$ cat src/rtl/cap_cmp_pkg.sv
package cap_cmp_pkg;

  // Capture edge selection held in control bits 3:2
  typedef enum logic [1:0] {
    EDGE_OFF  = 2'b00,
    EDGE_RISE = 2'b01,
    EDGE_FALL = 2'b10,
    EDGE_BOTH = 2'b11
  } edgeSel_e;

  // Control/status byte, bit 7 first
  typedef struct packed {
    logic       flag;
    logic       ie;
    logic       modeHi;
    logic       modeLo;
    logic [1:0] edgeSel;
    logic       tov;
    logic       maxDuty;
  } ctrlReg_t;

  // Strobes from the control side to the datapath
  typedef struct packed {
    logic capMode;
    logic cmpMode;
    logic rise;
    logic fall;
  } chanStrb_t;

  localparam int FLAG_BIT = 7;

endpackage

$ cat src/rtl/cap_cmp_ctrl.sv
module cap_cmp_ctrl
  import cap_cmp_pkg::*;
#(
  parameter bit HAS_MODE_HI = 1'b1
) (
  input  logic      clk,
  input  logic      rstN,
  input  logic      ctrlSel,
  input  logic      rdEn,
  input  logic      wrEn,
  input  logic [7:0] wrData,
  input  logic      evt,
  output ctrlReg_t  ctrlQ,
  output chanStrb_t strb,
  output logic      armed,
  output logic      irq
);

  logic       wrCtrl;
  logic       rdCtrl;
  logic       flagQ;
  logic       ieQ;
  logic       modeHi;
  logic       modeLoQ;
  logic [1:0] edgeQ;
  logic       tovQ;
  logic       maxQ;
  logic       zeroWrite;

  assign wrCtrl    = wrEn && ctrlSel;
  assign rdCtrl    = rdEn && ctrlSel;
  assign zeroWrite = wrCtrl && !wrData[FLAG_BIT];

  // Plain read/write control fields
  always_ff @(posedge clk or negedge rstN) begin
    if (!rstN) begin
      ieQ     <= 1'b0;
      modeLoQ <= 1'b0;
      edgeQ   <= 2'b00;
      tovQ    <= 1'b0;
      maxQ    <= 1'b0;
    end else if (wrCtrl) begin
      ieQ     <= wrData[6];
      modeLoQ <= wrData[4];
      edgeQ   <= wrData[3:2];
      tovQ    <= wrData[1];
      maxQ    <= wrData[0];
    end
  end

  // Upper mode bit exists only in the full variant
  generate
    if (HAS_MODE_HI) begin : g_modeHi
      logic modeHiQ;
      always_ff @(posedge clk or negedge rstN) begin
        if (!rstN)       modeHiQ <= 1'b0;
        else if (wrCtrl) modeHiQ <= wrData[5];
      end
      assign modeHi = modeHiQ;
    end else begin : g_noModeHi
      assign modeHi = 1'b0;
    end
  endgenerate

  // Flag: events win over a clear; a clear needs the armed state
  always_ff @(posedge clk or negedge rstN) begin
    if (!rstN) begin
      flagQ <= 1'b0;
    end else if (evt) begin
      flagQ <= 1'b1;
    end else if (zeroWrite && armed) begin
      flagQ <= 1'b0;
    end
  end

  // Armed: set by a read that saw the flag, dropped by any event or control write
  always_ff @(posedge clk or negedge rstN) begin
    if (!rstN) begin
      armed <= 1'b0;
    end else if (evt || wrCtrl) begin
      armed <= 1'b0;
    end else if (rdCtrl && flagQ) begin
      armed <= 1'b1;
    end
  end

  always_comb begin
    ctrlQ         = '0;
    ctrlQ.flag    = flagQ;
    ctrlQ.ie      = ieQ;
    ctrlQ.modeHi  = modeHi;
    ctrlQ.modeLo  = modeLoQ;
    ctrlQ.edgeSel = edgeQ;
    ctrlQ.tov     = tovQ;
    ctrlQ.maxDuty = maxQ;
  end

  always_comb begin
    strb.capMode = ({modeHi, modeLoQ} == 2'b00);
    strb.cmpMode = !strb.capMode;
    strb.rise    = strb.capMode && (edgeQ == EDGE_RISE || edgeQ == EDGE_BOTH);
    strb.fall    = strb.capMode && (edgeQ == EDGE_FALL || edgeQ == EDGE_BOTH);
  end

  assign irq = flagQ && ieQ;

endmodule

$ cat src/rtl/cap_cmp_dpath.sv
module cap_cmp_dpath
  import cap_cmp_pkg::*;
#(
  parameter int CNT_W       = 16,
  parameter int SYNC_STAGES = 2,
  parameter int ADDR_W      = 2
) (
  input  logic              clk,
  input  logic              rstN,
  input  chanStrb_t         strb,
  input  logic              capPin,
  input  logic [CNT_W-1:0]  counter,
  input  logic              wrEn,
  input  logic [ADDR_W-1:0] addr,
  input  logic [7:0]        wrData,
  output logic              capEvt,
  output logic              cmpEvt,
  output logic [CNT_W-1:0]  value,
  output logic [7:0]        valByte
);

  localparam int VAL_BYTES = CNT_W / 8;

  logic [SYNC_STAGES-1:0] syncQ;
  logic                   pinSync;
  logic                   pinPrevQ;
  logic                   pinRise;
  logic                   pinFall;
  logic                   match;
  logic                   matchQ;

  // Pin synchronizer and edge detector
  always_ff @(posedge clk or negedge rstN) begin
    if (!rstN) begin
      syncQ    <= '0;
      pinPrevQ <= 1'b0;
    end else begin
      syncQ    <= {syncQ[SYNC_STAGES-2:0], capPin};
      pinPrevQ <= pinSync;
    end
  end

  assign pinSync = syncQ[SYNC_STAGES-1];
  assign pinRise = pinSync && !pinPrevQ;
  assign pinFall = !pinSync && pinPrevQ;
  assign capEvt  = (strb.rise && pinRise) || (strb.fall && pinFall);

  // Compare: an event only on the first cycle of equality
  assign match = (counter == value);

  always_ff @(posedge clk or negedge rstN) begin
    if (!rstN) matchQ <= 1'b0;
    else       matchQ <= match;
  end

  assign cmpEvt = strb.cmpMode && match && !matchQ;

  // Value register, one byte lane per address; capture wins over a write
  generate
    for (genvar b = 0; b < VAL_BYTES; b++) begin : g_lane
      always_ff @(posedge clk or negedge rstN) begin
        if (!rstN) begin
          value[b*8 +: 8] <= 8'h00;
        end else if (capEvt) begin
          value[b*8 +: 8] <= counter[b*8 +: 8];
        end else if (wrEn && addr == ADDR_W'(b + 1)) begin
          value[b*8 +: 8] <= wrData;
        end
      end
    end
  endgenerate

  always_comb begin
    valByte = 8'h00;
    for (int b = 0; b < VAL_BYTES; b++) begin
      if (addr == ADDR_W'(b + 1)) valByte = value[b*8 +: 8];
    end
  end

endmodule

$ cat src/rtl/cap_cmp_chan.sv
module cap_cmp_chan
  import cap_cmp_pkg::*;
#(
  parameter int CNT_W       = 16,
  parameter int SYNC_STAGES = 2,
  parameter int ADDR_W      = 2,
  parameter bit HAS_MODE_HI = 1'b1
) (
  input  logic              clk,
  input  logic              rstN,
  input  logic [ADDR_W-1:0] addr,
  input  logic              rdEn,
  input  logic              wrEn,
  input  logic [7:0]        wrData,
  output logic [7:0]        rdData,
  input  logic [CNT_W-1:0]  counter,
  input  logic              capPin,
  output logic              irq
);

  logic             ctrlSel;
  ctrlReg_t         ctrlQ;
  chanStrb_t        strb;
  logic             armed;
  logic             capEvt;
  logic             cmpEvt;
  logic             evt;
  logic [CNT_W-1:0] value;
  logic [7:0]       valByte;

  assign ctrlSel = (addr == '0);
  assign evt     = capEvt || cmpEvt;

  cap_cmp_ctrl #(
    .HAS_MODE_HI(HAS_MODE_HI)
  ) u_ctrl (
    .clk    (clk),
    .rstN   (rstN),
    .ctrlSel(ctrlSel),
    .rdEn   (rdEn),
    .wrEn   (wrEn),
    .wrData (wrData),
    .evt    (evt),
    .ctrlQ  (ctrlQ),
    .strb   (strb),
    .armed  (armed),
    .irq    (irq)
  );

  cap_cmp_dpath #(
    .CNT_W      (CNT_W),
    .SYNC_STAGES(SYNC_STAGES),
    .ADDR_W     (ADDR_W)
  ) u_dpath (
    .clk    (clk),
    .rstN   (rstN),
    .strb   (strb),
    .capPin (capPin),
    .counter(counter),
    .wrEn   (wrEn),
    .addr   (addr),
    .wrData (wrData),
    .capEvt (capEvt),
    .cmpEvt (cmpEvt),
    .value  (value),
    .valByte(valByte)
  );

  assign rdData = ctrlSel ? ctrlQ : valByte;

endmodule

$ cat config.mk
export PLATFORM = sky130hd
export DESIGN_NAME = cap_cmp_chan
export DESIGN_NICKNAME = d
export VERILOG_FILES = /design/src/rtl/cap_cmp_pkg.sv /design/src/rtl/cap_cmp_ctrl.sv /design/src/rtl/cap_cmp_dpath.sv /design/src/rtl/cap_cmp_chan.sv
export SDC_FILE = /design/constraint.sdc
export NUM_CORES = 1
export LEC_CHECK = 0
export CORE_MARGIN = 1.5
export CORE_UTILIZATION = 37
export DETAILED_ROUTE_END_ITERATION = 10
export GPL_TIMING_DRIVEN = 0
export PLACE_DENSITY = 0.65
export SYNTH_ARGS = -nofsm -noshare
export SYNTH_HDL_FRONTEND = slang
export SYNTH_SLANG_ARGS = --single-unit
$ cat constraint.sdc
create_clock -name clk -period 1.5 [get_ports clk]
set_clock_uncertainty 0.2 [all_clocks]
set_input_delay 0.15 -clock clk [delete_from_list [all_inputs] [get_ports clk]]
set_output_delay 0.15 -clock clk [all_outputs]
set_load 0.1 [all_outputs]
==> impl_metrics.py <==
metrics = {
    "setup_path": {
        "cp_max_fo": 5,
        "startpoint_type": "flop",
        "arrival_ns": 1.58,
        "setup.worst_path.class": "reg -> reg",
        "worst_setup_path_end_kind": "flop",
        "worstPathRequired_ns": 1.47,
    },
    "global_routing": {
        "grt_pass1_vias": 1542,
        "grt-ovfl-total": 0,
        "grt_max_degree": 30,
        "grt.total_usage": 0.238,
        "grt_pass1_wl_um": 7790,
        "antenna_found_initial": 0,
    },
    "sta": {
        "layout_min_cycle_time_ns": 1.61,
        "setup_ws_ns": -0.107,
        "rsz0062_at_grt": "true",
        "holdWs_ns": 0.101,
        "tightestPinTransition_ns": 0.686,
        "setup_viol": 23,
        "report.final.slew_viol_count": 0,
        "fmax_mhz": 622,
        "hold_viol": 0,
        "slew_headroom": 0.542,
        "period_share": 1.07,
    },
    "die": {
        "initial_core_util": 0.392,
        "die-area_um2": 4730,
        "die_h_um": 68.8,
        "io_pins": 40,
        "core_um2": 4090,
        "die_w_um": 68.8,
        "rows": 23,
    },
    "outcome": {
        "violations": "setup timing",
        "status": "finished with violations",
    },
    "placement": {
        "pre_cts_ws_ns": -1.61,
        "gp_congestion": 0.792,
        "dpl.hpwl_um": 3000,
        "dp.cells": 242,
        "io_buffers": 39,
    },
    "clocking": {
        "clock_sinks": 29,
        "h-tree-depth": 2,
        "clock-root-buffer": "clkbuf_8",
        "clk_latency_ns": 0.29,
        "cts_tree": "yes",
        "cts_buffer_depth": 2,
        "path_clk_slew_ns": 0.06,
        "cts_buffers": 5,
    },
    "logic_synthesis": {
        "syn-cell-area_um2": 1600,
        "ys_seq_elements": 29,
        "ys_seq_area_frac": 0.453,
        "synth_nets": 184,
        "ys_types": 23,
        "yosysWarnings": 0,
        "syn_inst": 153,
        "syn_avg_cell_area_um2": 10.5,
    },
    "final_layout": {
        "syn_to_final_growth_pct": 72.6,
        "fillCellCount": 301,
        "drive_above_1_share": 0.428,
        "stdcell_count": 272,
        "nets": 252,
        "diodes": 0,
        "fin_util": 0.676,
    },
    "detailed_routing": {
        "via_per_inst": 5.46,
        "routed_wl_um": 5150,
        "dr.pass1.iters": 4,
        "drt-initial-drc-count": 78,
        "wl_per_cell_um": 18.9,
        "routed-via-count": 1485,
        "antenna_left": 0,
        "drc_errors": 0,
    },
    "power": {
        "pwr-share-comb": 0.501,
        "power_density_nw_per_um2": 1450,
        "p_switching_w": 0.00163,
        "seqPwrFrac": 0.317,
        "leakage_nw": 1.18,
        "pwr-share-clk": 0.183,
        "irDropWorstVdd_mv": 0.703,
        "p_int_w": 0.00238,
        "swShare": 0.407,
    },
    "hold_path": {
        "hold_path_class": "in -> reg",
    },
    "job": {
        "drv_cap": 0,
    },
}
## routing by layer
layer,share of wire,GRT usage,up-vias
li1,-,-,679
met1,0.40,0.282,752
met2,0.53,0.438,48
met3,0.057,0.0406,6
met4,0.0078,0.0735,0
met5,0,0,-
## worst paths after layout
kind                                       start                end  slack [ns]  cells after the start
worst min-delay path                      capPin   u_dpath.syncQ[0]        0.10                      1
worst min register to register  u_dpath.syncQ[0]   u_dpath.syncQ[1]        0.15                      0
max in group asynchronous                   rstN  u_dpath.value[14]        0.38                      2
min in group asynchronous                   rstN  u_dpath.value[15]        0.23                      2
worst max-delay path            u_dpath.syncQ[1]   u_dpath.value[4]       -0.11                      4
worst max register to register  u_dpath.syncQ[1]   u_dpath.value[4]       -0.11                      4
## per-stage QoR
stage,total power (W),TNS [ns],area (um^2)
floorplan,0.00229,0,1690
global placement,0.00264,-37.69,2150
detailed placement,0.00268,-39.94,2150
CTS,0.00388,-0.376,2670
global route,0.00418,-2.73,2760
finish,0.00401,-1.56,2760
## power groups by stage
| stage | sequential [W] | clock, W | combinational, W |
|---|---|---|---|
| after global routing | 0.00131 | 0.000772 | 0.00210 |
| after global placement | 0.00121 | 0 | 0.00143 |
| after CTS | 0.00127 | 0.000734 | 0.00188 |
| after detailed placement | 0.00123 | 0 | 0.00146 |
| after floorplan | 0.00117 | 0 | 0.00112 |
| final | 0.00127 | 0.000733 | 0.00201 |
## final cells by class
cell class / count / area, um^2 / area share
buffer: 8 / 104 / 0.0376
clock buffer: 7 / 96.3 / 0.0349
clock inverter: 1 / 5.00 / 0.00181
multi-input combinational: 117 / 1090 / 0.396
sequential: 29 / 727 / 0.263
tap: 50 / 62.6 / 0.0226
timing repair buffer: 60 / 673 / 0.244
## worst max-delay path, cell delays in order, from the launching register on
cell,delay [ns]
dfrtp_1,0.39
nand3b_1,0.26
a21boi_4,0.33
clkbuf_8,0.21
o21ai_0,0.09
## Yosys cell counts
library cell,number,area share
a21boi_1,1,0.0047
a21oi_2,1,0.0055
a221o_1,1,0.0063
a31oi_1,1,0.0039
and2_1,1,0.0039
and2_4,1,0.0055
and2b_1,1,0.0047
buf_2,5,0.016
buf_6,2,0.014
clkbuf_1,1,0.0023
dfrtp_1,29,0.45
mux2_2,7,0.049
mux2i_1,24,0.15
nand2_1,24,0.056
nand2_4,1,0.0070
nand3b_1,4,0.019
nand4_1,4,0.016
nor2_1,2,0.0047
nor2_2,1,0.0039
nor4_2,1,0.0078
o21ai_0,24,0.075
or3_1,1,0.0039
xnor2_1,16,0.088
## flip-flops by register name, summed over array words and instances (netlist names)
| register | flops |
|---|---|
| u_dpath.pinPrevQ | 1 |
| u_ctrl.armed | 1 |
| u_ctrl.ieQ | 1 |
| u_ctrl.flagQ | 1 |
| u_ctrl.modeLoQ | 1 |
| u_dpath.value | 16 |
| u_ctrl.edgeQ | 2 |
| u_dpath.syncQ | 2 |
| u_ctrl.maxQ | 1 |
| u_dpath.matchQ | 1 |
| u_ctrl.tovQ | 1 |
| u_ctrl.g_modeHi.modeHiQ | 1 |
## cells by family (layout without fill, tap and decap cells)
| family | count (synthesis) | after routing | share of synthesized area |
|---|---|---|---|
| AOI/OAI and AO/OA | 28 | 29 | 0.0954 |
| xor gates and xnor gates | 16 | 16 | 0.0876 |
| DFF | 29 | 29 | 0.453 |
| buffers and inverters | 8 | 76 | 0.0321 |
| muxes | 31 | 31 | 0.199 |
| and+or+nand+nor | 41 | 41 | 0.132 |
## what timing repair did
item	4_1_cts	5_1_grt
hold buffers	0	1
resized for setup	141	21
gates cloned	6	0
setup endpoints to repair	63	28
endpoints found under the hold margin	0	29
pin swaps	12	11
buffers inserted	12	3
## cells in the final DEF (no fill, tap or decap), types with 2 or more instances in the layout
| cell type | instances |
|---|---|
| dfrtp_1 | 28 |
| mux2i_4 | 7 |
| o21ai_1 | 8 |
| mux2i_1 | 16 |
| buf_4 | 10 |
| o21ai_2 | 2 |
| buf_12 | 10 |
| nor2_2 | 2 |
| clkbuf_8 | 9 |
| nand3b_1 | 4 |
| clkdlybuf4s50_1 | 27 |
| o21ai_4 | 8 |
| xnor2_1 | 14 |
| mux2_2 | 7 |
| buf_6 | 13 |
| nand2_2 | 8 |
| xnor2_2 | 2 |
| nand2_1 | 15 |
| o21ai_0 | 6 |
| buf_2 | 4 |
| nand2_4 | 2 |
| nand4_1 | 4 |
No activity file was read; power rests on OpenSTA's default activity.
